$ cat src/rtl/healer_pkg.sv
package healer_pkg;

  typedef enum logic [1:0] {
    HEAL_IDLE   = 2'd0,
    HEAL_UPDATE = 2'd1,
    HEAL_ALLOC  = 2'd2,
    HEAL_DROP   = 2'd3
  } heal_act_e;

  // Decide what a capture request does, given whether its address is
  // already held and whether any entry is still free.
  function automatic heal_act_e heal_decide(input logic req,
                                            input logic held,
                                            input logic has_free);
    heal_act_e act;
    if (!req)          act = HEAL_IDLE;
    else if (held)     act = HEAL_UPDATE;
    else if (has_free) act = HEAL_ALLOC;
    else               act = HEAL_DROP;
    return act;
  endfunction

  // True when the selected word must be driven out.
  function automatic logic access_hits(input logic valid, input logic any_match);
    return valid & any_match;
  endfunction

endpackage

$ cat src/rtl/healer_match.sv
module healer_match #(
  parameter int N  = 32,
  parameter int AW = 24,
  localparam int IW = (N > 1) ? $clog2(N) : 1
) (
  input  logic [N-1:0][AW-1:0] tags,
  input  logic [N-1:0]         en,
  input  logic [AW-1:0]        key,
  output logic [N-1:0]         match_vec,
  output logic                 any,
  output logic [IW-1:0]        idx
);

  for (genvar g = 0; g < N; g++) begin : g_cmp
    assign match_vec[g] = en[g] && (tags[g] == key);
  end

  assign any = |match_vec;

  // Tags are unique, so the match vector is one-hot and an OR-encoder suffices.
  always_comb begin
    idx = '0;
    for (int i = 0; i < N; i++) begin
      if (match_vec[i]) idx = idx | IW'(i);
    end
  end

endmodule

$ cat src/rtl/healer_alloc.sv
module healer_alloc #(
  parameter int N = 32,
  localparam int IW = (N > 1) ? $clog2(N) : 1
) (
  input  logic [N-1:0]  en,
  output logic [N-1:0]  free_onehot,
  output logic [IW-1:0] free_idx,
  output logic          has_free,
  output logic          all_used
);

  always_comb begin
    free_onehot = '0;
    free_idx    = '0;
    has_free    = 1'b0;
    for (int i = 0; i < N; i++) begin
      if (!en[i] && !has_free) begin
        free_onehot[i] = 1'b1;
        free_idx       = IW'(i);
        has_free       = 1'b1;
      end
    end
  end

  assign all_used = &en;

endmodule

$ cat src/rtl/healer_store.sv
module healer_store #(
  parameter int N  = 32,
  parameter int AW = 24,
  parameter int DW = 39,
  localparam int IW = (N > 1) ? $clog2(N) : 1
) (
  input  logic                 clk,
  input  logic                 rst_n,
  input  logic                 tag_we,
  input  logic [IW-1:0]        tag_idx,
  input  logic [AW-1:0]        tag_addr,
  input  logic                 cap_we,
  input  logic [IW-1:0]        cap_idx,
  input  logic [DW-1:0]        cap_data,
  input  logic                 wr_we,
  input  logic [IW-1:0]        wr_idx,
  input  logic [DW-1:0]        wr_data,
  output logic [N-1:0][AW-1:0] tags,
  output logic [N-1:0]         en,
  output logic [N-1:0][DW-1:0] words
);

  for (genvar g = 0; g < N; g++) begin : g_slot
    localparam logic [IW-1:0] SLOT = IW'(g);

    always_ff @(posedge clk or negedge rst_n) begin
      if (!rst_n)                          en[g] <= 1'b0;
      else if (tag_we && tag_idx == SLOT)  en[g] <= 1'b1;
    end

    always_ff @(posedge clk) begin
      if (tag_we && tag_idx == SLOT) tags[g] <= tag_addr;
    end

    // Capture port has priority over an access write to the same slot.
    always_ff @(posedge clk) begin
      if (cap_we && cap_idx == SLOT)     words[g] <= cap_data;
      else if (wr_we && wr_idx == SLOT)  words[g] <= wr_data;
    end
  end

endmodule

$ cat src/rtl/healer_array.sv
module healer_array
  import healer_pkg::*;
#(
  parameter int ENTRIES = 32,
  parameter int ADDR_W  = 24,
  parameter int DATA_W  = 39
) (
  input  logic              clk,
  input  logic              rst_n,
  input  logic              acc_valid,
  input  logic              acc_we,
  input  logic [ADDR_W-1:0] acc_addr,
  input  logic [DATA_W-1:0] acc_wdata,
  output logic              hit,
  output logic [DATA_W-1:0] rdata,
  input  logic              heal_valid,
  input  logic [ADDR_W-1:0] heal_addr,
  input  logic [DATA_W-1:0] heal_data,
  output logic              full,
  output logic              overflow
);

  localparam int IW = (ENTRIES > 1) ? $clog2(ENTRIES) : 1;

  logic [ENTRIES-1:0][ADDR_W-1:0] tags;
  logic [ENTRIES-1:0]             en_vec;
  logic [ENTRIES-1:0][DATA_W-1:0] words;

  logic [ENTRIES-1:0] acc_match_vec, heal_match_vec, alloc_onehot;
  logic               acc_any, heal_any, has_free, all_used;
  logic [IW-1:0]      acc_idx, heal_idx, alloc_idx;

  heal_act_e          heal_act;
  logic               write_hit, cap_we, tag_we, drop_evt;
  logic [IW-1:0]      cap_idx;

  healer_match #(.N(ENTRIES), .AW(ADDR_W)) u_acc_match (
    .tags(tags), .en(en_vec), .key(acc_addr),
    .match_vec(acc_match_vec), .any(acc_any), .idx(acc_idx)
  );

  healer_match #(.N(ENTRIES), .AW(ADDR_W)) u_heal_match (
    .tags(tags), .en(en_vec), .key(heal_addr),
    .match_vec(heal_match_vec), .any(heal_any), .idx(heal_idx)
  );

  healer_alloc #(.N(ENTRIES)) u_alloc (
    .en(en_vec), .free_onehot(alloc_onehot), .free_idx(alloc_idx),
    .has_free(has_free), .all_used(all_used)
  );

  assign heal_act  = heal_decide(heal_valid, heal_any, has_free);
  assign tag_we    = (heal_act == HEAL_ALLOC);
  assign cap_we    = (heal_act == HEAL_ALLOC) || (heal_act == HEAL_UPDATE);
  assign cap_idx   = (heal_act == HEAL_UPDATE) ? heal_idx : alloc_idx;
  assign drop_evt  = (heal_act == HEAL_DROP);
  assign hit       = access_hits(acc_valid, acc_any);
  assign write_hit = hit && acc_we;

  healer_store #(.N(ENTRIES), .AW(ADDR_W), .DW(DATA_W)) u_store (
    .clk(clk), .rst_n(rst_n),
    .tag_we(tag_we), .tag_idx(alloc_idx), .tag_addr(heal_addr),
    .cap_we(cap_we), .cap_idx(cap_idx), .cap_data(heal_data),
    .wr_we(write_hit), .wr_idx(acc_idx), .wr_data(acc_wdata),
    .tags(tags), .en(en_vec), .words(words)
  );

  assign rdata = hit ? words[acc_idx] : '0;
  assign full  = all_used;

  always_ff @(posedge clk or negedge rst_n) begin
    if (!rst_n)        overflow <= 1'b0;
    else if (drop_evt) overflow <= 1'b1;
  end

endmodule

$ cat config.mk
export PLATFORM = sky130hd
export DESIGN_NAME = healer_array
export DESIGN_NICKNAME = d
export VERILOG_FILES = /design/src/rtl/healer_pkg.sv /design/src/rtl/healer_match.sv /design/src/rtl/healer_alloc.sv /design/src/rtl/healer_store.sv /design/src/rtl/healer_array.sv
export SDC_FILE = /design/constraint.sdc
export NUM_CORES = 2
export LEC_CHECK = 0
export ABC_CLOCK_PERIOD_IN_PS = 6950
export BUFFER_PORTS_ARGS = -buffer_cell sky130_fd_sc_hd__buf_2
export CAP_MARGIN = 20
export CORE_MARGIN = 2
export CORE_UTILIZATION = 25
export DETAILED_ROUTE_END_ITERATION = 12
export MAX_ROUTING_LAYER = met4
export PLACE_DENSITY_LB_ADDON = 0.15
export SLEW_MARGIN = 40
export SYNTH_ARGS = -nofsm -noshare
export SYNTH_HDL_FRONTEND = slang
export SYNTH_SLANG_ARGS = --single-unit
export TNS_END_PERCENT = 5
$ cat constraint.sdc
create_clock -name clk -period 6.95 [get_ports clk]
set_clock_uncertainty 0.15 [all_clocks]
set_input_delay 0.695 -clock clk [delete_from_list [all_inputs] [get_ports clk]]
set_output_delay 0.695 -clock clk [all_outputs]
set_load 0.03 [all_outputs]
* After elaboration in Yosys (flattened, before gate mapping)
Cells that the tools add are included.
** Word-level totals
- Bits in registers :: 2049
- Latch bits :: 0
- Memory bits (writable) :: 0
- Memory bits (read-only) :: 0
- Input bits :: 131
- Output and inout bits :: 42
- Logic and storage cells :: 782
- Memories kept :: 0
** Cells by class
- $add $sub $neg :: 0
- Multiply operators :: 0
- Divide/modulo/power cells :: 0
- $lt $le $gt $ge :: 1
- Equality and inequality tests :: 160
- Shift-type cells :: 0
- Muxes and demuxes :: 231
- Bitwise operators :: 1
- Reductions and logical operators :: 292
** Operators with widths (number)
- $mux 39 :: 98
- $eq 24x24->1 :: 64
- $mux 5 :: 49
- $eq 5x5->1 const B :: 48
- $bmux 39 s5 :: 1
- $logic_and 1x1->1 :: 192
- $eq 5x4->1 const B :: 24
- $mux 4 :: 24
- $reduce_bool 2->1 :: 32
- $reduce_or 32->1 :: 2
- $logic_not 1->1 :: 61
- $eq 5x3->1 const B :: 12
- $mux 1 :: 36
- $mux 3 :: 12
- $reduce_and 32->1 :: 1
- $eq 5x2->1 const B :: 6
- $mux 2 :: 11
- $eq 5x1->1 const B :: 3
- $logic_not 5->1 :: 3
- $lt 5x6->1 const B :: 1
- $eq 2x2->1 const B :: 2
- $eq 2x1->1 const B :: 1
- $and 1x1->1 :: 1
- $logic_or 1x1->1 :: 1

* Logic depth before layout (Yosys ltp)
- Depth in word-level cells :: 105
- Mapped depth :: 18

* Cells and area by module
From an unflattened synthesis, not the netlist that was laid out.
** Unflattened totals
- Cell total of the unflattened synthesis :: 7132
- Area total of the unflattened synthesis :: 108175.0 um2
** Modules (own cells, without submodules)
- healer_store :: instances 1, cells each 3839, area each 77904.7 um2, sequential area each 61338.8 um2
- healer_match :: instances 2, cells each 1204, area each 9666.8 um2, sequential area each 0.0 um2
- healer_array :: instances 1, cells each 774, area each 10267.3 um2, sequential area each 25.0 um2
- healer_alloc :: instances 1, cells each 111, area each 669.4 um2, sequential area each 0.0 um2

* Least setup slack after synthesis
No wires, ideal clock.
- Path kind :: input port to flip-flop
- Start point :: in acc_addr[16]
- End point :: reg u_store.words[1209] in the netlist's numbering (enable)
- Library setup time :: 489 ps
- Arrival :: 6449 ps
- Required time :: 6311 ps
- Setup slack :: -138 ps
- Stages :: 12
- Buffers on the path :: 3
- Cells stage by stage :: buf_2 buf_4 buf_4 xnor2_1 nand4_1 nor4_1 nand4_1 nand3_1 a211oi_2 a31oi_1 nand4_1 o21ai_0
** On the way
- Elaborated cells on any way between the ends :: 101
** RTL lines
- start, declared :: line healer_array.sv:12 : input logic [ADDR_W-1:0] acc_addr,
- $eq 24x24->1 :: line healer_match.sv:15 : assign match_vec[g] = en[g] && (tags[g] == key);
- $logic_and 1x1->1 :: line healer_match.sv:15
- $reduce_or 32->1 * :: line healer_match.sv:18 : assign any = |match_vec;
- $and 1x1->1 * :: line healer_pkg.sv:25 : return valid & any_match;
- via hit :: line healer_array.sv:14 : output logic hit,
- $logic_and 1x1->1 * :: line healer_array.sv:58 : assign write_hit = hit && acc_we;
- $logic_and 1x1->1 * :: line healer_store.sv:38 : else if (wr_we && wr_idx == SLOT) words[g] <= wr_data;
- $reduce_bool 2->1 (no source line) *
- end signal, assigned by index :: line healer_store.sv:37 : if (cap_we && cap_idx == SLOT) words[g] <= cap_data;
- end signal, assigned by index :: line healer_store.sv:38
- end, declared :: line healer_store.sv:20 : output logic [N-1:0][DW-1:0] words
Mark *: on every way through the listed nets, which the timed path passes. The rest lies on a longest branch.
A chain may end at the register's enable or synchronous reset.

* Worst setup path in the final report
- Start point :: reg u_store.en[15]
- End point :: out rdata[23]
** On the way
- Longest elaborated chain between the ends :: 21
- Elaborated cells on any way between the ends :: 23
** Ends and longest elaborated chain
- start, declared :: line healer_store.sv:19 : output logic [N-1:0] en,
- start signal, assigned by index :: line healer_store.sv:27 : if (!rst_n) en[g] <= 1'b0;
- start signal, assigned by index :: line healer_store.sv:28 : else if (tag_we && tag_idx == SLOT) en[g] <= 1'b1;
- $logic_and 1x1->1 * :: line healer_match.sv:15
- $mux 4 :: line healer_match.sv:24 : if (match_vec[i]) idx = idx | IW'(i);
- $mux 5 (16 in a row) :: line healer_match.sv:24
- $bmux 39 s5 :: line healer_array.sv:68 : assign rdata = hit ? words[acc_idx] : '0;
- $mux 39 (not written as such) :: line healer_array.sv:68
- $mux 39 * :: line healer_array.sv:68
- end, declared :: line healer_array.sv:15 : output logic [DATA_W-1:0] rdata,
Every way passes the cells marked *; elsewhere a longest branch is shown, timed or not. The select of a mux whose other input is x is not followed.

==> results.md <==
* Sequential share of the synthesized area at around 56%
* Cell count after synthesis at roughly 8000
* Clk_lat worst skew at between 900 and 1000 ps
* CTS max path bufs at 4
* Top cell type by total area after synthesis: edfxtp_1
* Fmax at ~150 MHz
* Sequential cell area at 0.0614 mm2
* CTS root buf: clkbuf_16
* WL final at roughly 510 mm
* Maxcap violations at 0
* Peak supply drop at around 0.27 mV
* Fillers at ~44000
* Unrepaired setup endpoints after global routing: no
* Drt first pass iters at 6
* Core ar. at ~0.44 mm2
* CTS Buf Count at around 270
* Setup CP Type: register to output pin
* Clock Sinks at slightly above 2000
* Pwr Density at approximately 300 mW/mm2
* Synth top area cells: edfxtp_1 55%, mux2_2 10%, xnor2_1 8.3%
* Vias/cell at 5.13
* Int Power at between 0.02 and 0.03 W
* Iter 0 DRT Violations at ~7000
* Critical Path End Type: output pin
* Sum Neg Setup Slack at 0 ps
* Global-route wire length before repair at about 680 mm
* RePlAce Congestion at roughly 0.93
* Main synth FF type: edfxtp_1
* Worst path max stage delay at 580 ps
* # DRC at 0
* CP Launch Type: register
* Nets at roughly 8700
* Clock group share of total power at a little over a third
* Avg Cell Area, Syn at 13.4 um2
* Synth Warn # at 0
* Max Slew Vio Count at 0
* NetSw at between 0.01 and 0.015 W
* Critical path cell sequence: and2_1 > and4_1 > a22oi_1 > buf_4 > nand3_1 > buf_4 > nor4_2 > buf_4 > nand4_1 > buf_4 > buf_4 > o21ai_0 > nand4b_1 > o32ai_2 > buf_4 > buf_2
* Commonest non-fill, non-tap cells in the layout: 2016 x edfxtp_1, 1045 x xnor2_1, 995 x mux2_2
* Clk pin slew, worst setup/hold paths at roughly 60 ps
* Arrival @ worst endpoint at about 6000 ps
* Sw Ratio at 32.4%
* Mapped Area at around 0.11 mm2
* Crit path max fanout at 8
* Gate power share at between 20% and 30%
* Period utilization at 97.1%
* Drt wl/cell at about 35 um
* Status: complete, no violations
* Yosys reg bits at 2049
* TritonCTS clock tree: built
* Number of I/O port buffers at between 150 and 200
* Starting Density at between 20% and 30%
* Fraction of layout cells with a size suffix above 1 at roughly a quarter
* GRT Residual Overflow at 0
* Die Area at 0.444 mm2
* Synth-to-layout area growth at 19.0%
* Hold Path Class: primary input to register
* Initial antenna violation count at between 40 and 50
* Leak pwr at just over 40 nW
* Cell repeated most along the worst path: buf_4
* Req. time, crit path at between 6000 and 7000 ps
* Multi-input gate area at between 0.04 and 0.05 mm2
* Dpl cell area at roughly 0.12 mm2
* Final Hold Vio Count at 0
* Post-synth EDFFs at 2016
* Vias in the first global route at around 75000
* Die height at between 600 and 700 um
* Worst rel slew slack at about two fifths
* Slew @ Worst Pin at a little under 900 ps
* Setup violators final at 0
* Final HPWL DP at roughly 320 mm
* Fin area at ~0.13 mm2
* Ports at around 170
* Commonest non-fill, non-tap cell in the layout: edfxtp_1
* # H-tree levels at 5
* Flop pwr share at slightly above 40%
* Asr flop ratio synth at about 1.6%
* Final min period at approximately 6800 ps
* Vias after detailed routing at ~74000
* # rows at about 240
* Netlist cell types at 78
* GRT Overall Usage at about 23%
* Die Wd at 666 um
* Largest net degree at the start of global routing at 58
* CP max-delay cell: dfrtp_1
* Post-DRT Antenna Nets at 0
* Post-synth top area share at roughly 55%
* Post-Syn Nets at about 8300
[critical path: cells and delay by family (launching register included)]
kind,cells,cell delay (ps)
and+or+nand+nor,6,1950
buffers and inverters,7,1800
DFF,1,580
AOI/OAI and AO/OA,3,630
[cell usage after synthesis (39+ instances only)]
cell,number
edfxtp_1,2016
xnor2_1,1045
mux2_2,995
nand2_1,598
mux2i_1,515
xor2_1,493
nand4_1,390
clkbuf_1,335
mux2_1,269
buf_2,241
nand3_1,206
nor4_1,186
buf_4,126
nor3_1,76
a21oi_1,71
nor2_1,57
o21ai_0,50
o22ai_1,46
or2_2,39
[cells by family (layout without fill, tap and decap cells)]
group           count (synthesis)  count (layout)  synth area share (%)
mux                          1783            1783                  17.7
other cells                     0              23                     0
flops                        2049            2049                  55.9
xor+xnor                     1538            1538                  12.3
compound gates                409             409                  2.70
buf+inv                       766            1291                  3.48
simple gates                 1659            1659                  7.88
[sequential cells by signal, indices dropped and copies added (netlist names)]
signal	flops
overflow	1
u_store.en	32
u_store.tags	768
u_store.words	1248
[timing repair]
item                       in CTS  in global routing
buffers inserted                1                  0
pin swaps                       1                  0
hold endpoints to repair        7                  0
resized for setup               0                  2
hold buffers                    3                  0
setup endpoints to repair       1                  2
[through the flow]
stage	utilization, %	hold WS (ps)	setup slack [ps]	total power (W)	std cells
CTS	29.8	5.09	23.2	0.0400	14500
global placement	27.9	461	-34.3	0.0261	14000
global route	29.9	28.5	87.4	0.0409	14500
floorplan	-	249	-119	0.0214	8204
finish	29.9	60.1	200	0.0397	14500
detailed placement	27.9	459	79.3	0.0261	14000
[power groups by stage]
stage               combinational (W)  sequential (W)  clock, W
detailed placement            0.00959          0.0165         0
finish                        0.00963          0.0163    0.0138
CTS                           0.00963          0.0163    0.0141
global placement              0.00954          0.0165         0
floorplan                     0.00493          0.0164         0
global route                  0.00998          0.0164    0.0145
[area by class of cell]
type / instances / area share (%)
diodes: 23 / 0.0441
inverters: 20 / 0.0575
clock inverters: 121 / 0.866
repair buffers: 797 / 6.33
multi-input cells: 5389 / 34.6
well taps: 5757 / 5.51
clock buffers: 353 / 5.57
flip-flops and latches: 2049 / 47.0
[final timing paths]
| kind | start | cells after the start | slack, ps | to |
|---|---|---|---|---|
| hold / removal | heal_addr[22] | 1 | 60 | u_store.tags[334] |
| setup reg to reg | u_store.en[13] | 12 | 1220 | u_store.words[114] |
| setup / recovery | u_store.en[15] | 16 | 200 | rdata[23] |
| max in group asynchronous | rst_n | 3 | 5410 | u_store.en[29] |
| min in group asynchronous | rst_n | 2 | 130 | overflow |
| hold reg to reg | overflow | 1 | 480 | overflow |
[routing by layer]
metal	part of all wire, %	up-vias	track usage (%)
met2	48	2798	37.4
met4	3.5	0	6.91
met1	43	39700	29.4
met5	0	-	-
li1	-	31300	-
met3	5.0	713	2.45
No activity file was read; power rests on OpenSTA's default activity.
